<file path="config.mk">
export PLATFORM = sky130hd
export DESIGN_NAME = victim_buffer
export DESIGN_NICKNAME = d
export VERILOG_FILES = /design/src/rtl/vb_pkg.sv /design/src/rtl/vb_match.sv /design/src/rtl/vb_age.sv /design/src/rtl/vb_store.sv /design/src/rtl/victim_buffer.sv
export SDC_FILE = /design/constraint.sdc
export NUM_CORES = 1
export LEC_CHECK = 0
export BUFFER_PORTS_ARGS = -buffer_cell sky130_fd_sc_hd__buf_2
export CAP_MARGIN = 20
export CORE_ASPECT_RATIO = 0.75
export CORE_UTILIZATION = 57
export DETAILED_ROUTE_END_ITERATION = 6
export GPL_ROUTABILITY_DRIVEN = 0
export GPL_TIMING_DRIVEN = 0
export PLACE_DENSITY = 0.92
export SETUP_SLACK_MARGIN = 0.15
export SLEW_MARGIN = 10
export SYNTH_ARGS = -nofsm -noshare
export SYNTH_HDL_FRONTEND = slang
export SYNTH_SLANG_ARGS = --single-unit
</file>
<file path="constraint.sdc">
create_clock -name clk -period 7.7 [get_ports clk]
set_input_delay 1.54 -clock clk [delete_from_list [all_inputs] [get_ports clk]]
set_output_delay 1.54 -clock clk [all_outputs]
set_load 0.005 [all_outputs]
</file>
<file path="src/rtl/vb_pkg.sv">
package vb_pkg;
  typedef struct packed {
    logic valid;
    logic dirty;
  } vb_meta_t;
endpackage

</file>
<file path="src/rtl/vb_match.sv">
module vb_match #(
  parameter int N      = 4,
  parameter int ADDR_W = 26,
  localparam int IW    = $clog2(N)
) (
  input  logic [ADDR_W-1:0]        addr,
  input  logic [N-1:0][ADDR_W-1:0] tags,
  input  logic [N-1:0]             valids,
  output logic                     hit,
  output logic [IW-1:0]            hit_idx,
  output logic                     has_free,
  output logic [IW-1:0]            free_idx
);
  logic [N-1:0] match;

  for (genvar g = 0; g < N; g++) begin : g_cmp
    assign match[g] = valids[g] && (tags[g] == addr);
  end

  always_comb begin
    hit_idx = '0;
    for (int i = 0; i < N; i++)
      if (match[i]) hit_idx = IW'(i);
    free_idx = '0;
    for (int i = N - 1; i >= 0; i--)
      if (!valids[i]) free_idx = IW'(i);
  end

  assign hit      = |match;
  assign has_free = ~&valids;
endmodule

</file>
<file path="src/rtl/vb_age.sv">
module vb_age #(
  parameter int N   = 4,
  localparam int IW = $clog2(N)
) (
  input  logic          clk,
  input  logic          rst,
  input  logic          touch,
  input  logic [IW-1:0] touch_idx,
  output logic [IW-1:0] oldest_idx
);
  logic [N-1:0][IW-1:0] rank;

  always_ff @(posedge clk) begin
    if (rst) begin
      for (int i = 0; i < N; i++) rank[i] <= IW'(i);
    end else if (touch) begin
      for (int i = 0; i < N; i++) begin
        if (IW'(i) == touch_idx)          rank[i] <= '0;
        else if (rank[i] < rank[touch_idx]) rank[i] <= rank[i] + 1'b1;
      end
    end
  end

  always_comb begin
    oldest_idx = '0;
    for (int i = 0; i < N; i++)
      if (rank[i] == IW'(N - 1)) oldest_idx = IW'(i);
  end
endmodule

</file>
<file path="src/rtl/vb_store.sv">
module vb_store #(
  parameter int N      = 4,
  parameter int LINE_W = 64,
  localparam int IW    = $clog2(N)
) (
  input  logic              clk,
  input  logic              we,
  input  logic [IW-1:0]     waddr,
  input  logic [LINE_W-1:0] wdata,
  input  logic              re,
  input  logic [IW-1:0]     raddr,
  output logic [LINE_W-1:0] q
);
  logic [LINE_W-1:0] mem [N];

  always_ff @(posedge clk) begin
    if (we) mem[waddr] <= wdata;
    if (re) q <= mem[raddr];
  end
endmodule

</file>
<file path="src/rtl/victim_buffer.sv">
module victim_buffer #(
  parameter int N      = 4,
  parameter int ADDR_W = 26,
  parameter int LINE_W = 64
) (
  input  logic              clk,
  input  logic              rst,
  input  logic              lk_valid,
  input  logic [ADDR_W-1:0] lk_addr,
  input  logic              dp_valid,
  input  logic [ADDR_W-1:0] dp_addr,
  input  logic [LINE_W-1:0] dp_data,
  input  logic              dp_dirty,
  input  logic              ev_valid,
  input  logic [ADDR_W-1:0] ev_addr,
  input  logic [LINE_W-1:0] ev_data,
  input  logic              ev_dirty,
  output logic              resp_valid,
  output logic              resp_hit,
  output logic [LINE_W-1:0] resp_data,
  output logic              resp_dirty,
  output logic              wb_valid,
  output logic [ADDR_W-1:0] wb_addr,
  output logic [LINE_W-1:0] wb_data
);
  import vb_pkg::*;
  localparam int IW = $clog2(N);

  logic [N-1:0][ADDR_W-1:0] tags;
  vb_meta_t [N-1:0]         meta;
  logic [N-1:0]             valids;
  logic                     m_hit, has_free;
  logic [IW-1:0]            hit_idx, free_idx, oldest_idx, victim_idx, touch_idx;
  logic                     lk_hit, ev_take, touch;
  logic [LINE_W-1:0]        q;

  for (genvar g = 0; g < N; g++) begin : g_valid
    assign valids[g] = meta[g].valid;
  end

  vb_match #(.N(N), .ADDR_W(ADDR_W)) u_match (
    .addr(lk_addr), .tags(tags), .valids(valids), .hit(m_hit),
    .hit_idx(hit_idx), .has_free(has_free), .free_idx(free_idx)
  );

  // Lookup owns the cycle; an eviction in the same cycle is dropped.
  assign lk_hit     = lk_valid && m_hit;
  assign ev_take    = ev_valid && !lk_valid;
  assign victim_idx = has_free ? free_idx : oldest_idx;
  assign touch      = (lk_hit && dp_valid) || ev_take;
  assign touch_idx  = lk_hit ? hit_idx : victim_idx;

  vb_age #(.N(N)) u_age (
    .clk(clk), .rst(rst), .touch(touch), .touch_idx(touch_idx),
    .oldest_idx(oldest_idx)
  );

  vb_store #(.N(N), .LINE_W(LINE_W)) u_store (
    .clk(clk), .we(touch), .waddr(touch_idx),
    .wdata(lk_hit ? dp_data : ev_data),
    .re(lk_valid || ev_take), .raddr(lk_valid ? hit_idx : victim_idx), .q(q)
  );

  always_ff @(posedge clk) begin
    if (rst) begin
      for (int i = 0; i < N; i++) meta[i] <= '0;
    end else if (lk_hit) begin
      if (dp_valid) begin
        tags[hit_idx] <= dp_addr;
        meta[hit_idx] <= '{valid: 1'b1, dirty: dp_dirty};
      end else begin
        meta[hit_idx] <= '0;
      end
    end else if (ev_take) begin
      tags[victim_idx] <= ev_addr;
      meta[victim_idx] <= '{valid: 1'b1, dirty: ev_dirty};
    end
  end

  always_ff @(posedge clk) begin
    if (rst) begin
      resp_valid <= 1'b0;
      resp_hit   <= 1'b0;
      resp_dirty <= 1'b0;
      wb_valid   <= 1'b0;
      wb_addr    <= '0;
    end else begin
      resp_valid <= lk_valid;
      resp_hit   <= lk_hit;
      resp_dirty <= lk_hit && meta[hit_idx].dirty;
      wb_valid   <= ev_take && !has_free && meta[oldest_idx].dirty;
      wb_addr    <= tags[victim_idx];
    end
  end

  assign resp_data = q;
  assign wb_data   = q;
endmodule

</file>
==> results.sh <==
export IMPL_post_dp_hpwl_mm=47.14
export IMPL_setup_viol=0
export IMPL_slew_headroom=0.2115
export IMPL_reg2reg_depth=10
export IMPL_status="complete, but fails checks"
export IMPL_grtUsageTotal=0.3502
export IMPL_grt_max_degree=58
export IMPL_design_portCount=371
export IMPL_postCtsResizedCells=0
export IMPL_grt_first_pass_wirelength_mm=100.7
export IMPL_endpoint_kind="register"
export IMPL_clk_latency_ns=0.59
export IMPL_port_buffers=362
export IMPL_regToRegSetupSlack_ns=2.65
export IMPL_vias_per_cell=6.559
export IMPL_avgRoutedWirePerCell_um=24.86
export IMPL_path_clk_slew_ns=0.07
export IMPL_critical_path_class="input pin to register"
export IMPL_async_reset_ff_frac=0
export IMPL_min_to="meta[6]"
export IMPL_hp_start="meta[6]"
export IMPL_skew_ns=0.04150
export IMPL_firstDrtPassIters=7
export IMPL_dp_cells=2720
export IMPL_required_ns=7.96
export IMPL_hp_class="register to register"
export IMPL_p_leak_nw=9.785
export IMPL_first_global_vias=17650
export IMPL_ir_drop_mv=0.2179
export IMPL_violations="design-rule violations"
export IMPL_die_area_mm2=0.03880
export IMPL_multi_input_area_mm2=0.007082
export IMPL_start_util=0.5817
export IMPL_rsz0062_at_grt="false"
export IMPL_seq_area_mm2=0.01365
export IMPL_path_max_fanout=10
export IMPL_post_cts_buffers=0
export IMPL_synth_cell_type_count=65
export IMPL_tritoncts="yes"
export IMPL_worstMarginPinSlew_ns=1.183
export IMPL_post_route_period_util=0.7523
export IMPL_r2r_end="tags[97]"
export IMPL_synth_ff_type="edfxtp_1"
export IMPL_drc=105
export IMPL_final_max_slew_viol_count=0
export IMPL_die_w_um=227.1
export IMPL_fillerInstances=2361
export IMPL_coreArea_mm2=0.03725
export IMPL_synth_edf_count=424
export IMPL_ys_warn_count=0
export IMPL_ant_nets=0
export IMPL_power_density_mw_per_mm2=220.0
export IMPL_cts_buffers=45
export IMPL_max_cap_violations=0
export IMPL_yosysSeqAreaShare=0.6302
export IMPL_ys_ff_latch=470
export IMPL_rows=61
export IMPL_max_freq_mhz=172.6
export IMPL_nets=2481
export IMPL_finalHoldViolations=0
export IMPL_grt_remaining_overflow=0
export IMPL_vias=18420
export IMPL_instances_no_fill=2808
export IMPL_die_h_um=170.8
export IMPL_critPathArrivalTime_ns=6.06
export IMPL_synth_cell_area_mm2=0.02167
export IMPL_cts_sinks=470
export IMPL_hold_buffers=0
export IMPL_root_buffer="clkbuf_16"
export IMPL_reg2reg_from="tags[82]"
export IMPL_syn_inst=1837
export IMPL_drive_gt1_frac=0.2500
export IMPL_cts_htree_levels=2
export IMPL_clk_path_buf_depth=3
export IMPL_synthToLayoutAreaGrowth_pct=19.74
export IMPL_fin_crit_ns=5.792
export IMPL_antenna_found_initial=5
export IMPL_drt_total_wl_mm=69.82
export IMPL_whs_path_depth=2
export IMPL_post_route_util=0.6966
export IMPL_crit_path_start_kind="input pin"
export IMPL_postSynthAreaPerCell_um2=11.79
export IMPL_syn_nets=2053
export IMPL_drt_iter0_drc=3243
export IMPL_fin_tns_setup_ns=0
[critical path, cell delays in order]
cell and delay (ns):
clkbuf_1 0.28, xor2_1 0.20, nor4_1 0.69, nand3_1 0.47, or3_1 0.59, a41oi_2 0.27, a21oi_1 0.19, clkbuf_1 0.38
nor3_2 0.83, buf_4 0.34, buf_4 0.25
[area by class of cell]
| class | count | area share |
|---|---|---|
| sequential | 470 | 0.5263 |
| timing repair buffer | 381 | 0.08093 |
| tap | 504 | 0.02431 |
| antenna | 4 | 0.0003858 |
| clock inverter | 27 | 0.01177 |
| buffer | 181 | 0.03622 |
| multi-input combinational | 1176 | 0.2730 |
| inverter | 10 | 0.001543 |
| clock buffer | 55 | 0.04562 |
[cells in the mapped netlist (all sizes together), types with 2 or more instances]
library cell,instances,area (µm²)
a211o,3,26.28
a211oi,80,623.1
a21boi,2,15.01
a21o,4,30.03
a21oi,19,95.09
a22o,26,227.7
a22oi,3,22.52
a31oi,68,425.4
and2,93,581.8
and3,2,12.51
and3b,2,17.52
and4,2,17.52
buf,75,539.3
clkbuf,106,400.4
dfxtp,46,920.9
edfxtp,424,12730
ha,3,37.54
inv,9,33.78
mux4,26,585.6
nand2,411,1545
nand2b,2,12.51
nand3,137,685.7
nand4,37,231.5
nor2,35,133.9
nor2b,3,18.77
nor3,15,75.07
nor4,14,87.58
nor4b,2,17.52
o2111a,2,22.52
o211a,2,20.02
o21a,2,15.01
o21ai,38,193.9
o22ai,3,18.77
o32a,2,20.02
o41ai,2,17.52
or2,6,37.54
or3,2,12.51
or4,6,45.04
xnor2,72,630.6
xor2,35,306.5
[cell usage in the layout (no fill, tap or decap), drive strengths merged, types with 46 or more instances in the layout]
cell and n:
buf 456, edfxtp 424, nand2 411, clkbuf 161, nand3 137, and2 93, a211oi 80, xnor2 72
a31oi 68, dfxtp 46
[where the power goes]
group          internal (mW)  switching [mW]
logic                  0.224           0.312
registers               2.86          0.0433
clock network           1.25            1.02
[through the flow]
step | area (µm²) | setup WS (ns) | total power [mW] | hold slack, ns
final | 25940 | 1.908 | 5.708 | 0.5335
after CTS | 25920 | 2.337 | 5.665 | 0.5139
after floorplan | 21670 | 0.8330 | 3.203 | 0.4501
after global routing | 25940 | 1.807 | 5.817 | 0.5336
after global placement | 24110 | -1.831 | 3.435 | 0.4953
after detailed placement | 24430 | 1.761 | 3.463 | 0.5048
[metal layers]
| layer | track usage | vias to the layer above | part of all wire |
|---|---|---|---|
| met3 | 0.1202 | 428 | 0.15 |
| met1 | 0.4329 | 8601 | 0.34 |
| met5 | 0 | - | 0.00037 |
| met4 | 0.1675 | 2 | 0.055 |
| met2 | 0.5536 | 1846 | 0.46 |
| li1 | - | 7542 | - |
[cell families after synthesis]
family,Yosys count,synth area share
simple gates,773,0.1651
flops,470,0.6302
compound gates,267,0.08767
buf+inv,191,0.04510
xor+xnor,107,0.04325
mux,26,0.02703
fa+ha+maj,3,0.001733
[worst max-delay path by stage]
| stage | from | to | slack, ns | cells after the start |
|---|---|---|---|---|
| 2_1_floorplan | lk_addr[22] | u_store.mem[0][0] | 0.83 | 9 |
| 3_3_place_gp | lk_addr[6] | u_store.mem[0][37] | -1.83 | 9 |
| 3_5_place_dp | lk_addr[14] | tags[97] | 1.76 | 11 |
| 4_1_cts | lk_addr[14] | tags[97] | 2.34 | 11 |
| 5_1_grt | lk_addr[14] | tags[97] | 1.81 | 11 |
| 6_report | lk_addr[14] | tags[97] | 1.91 | 11 |
[state kept, by name (all words and copies together) (netlist names)]
register	count
resp_hit	1
u_store.q	64
resp_dirty	1
wb_valid	1
resp_valid	1
meta	8
wb_addr	26
u_age.rank	8
u_store.mem	256
tags	104
(Power assumes the default switching activity.)
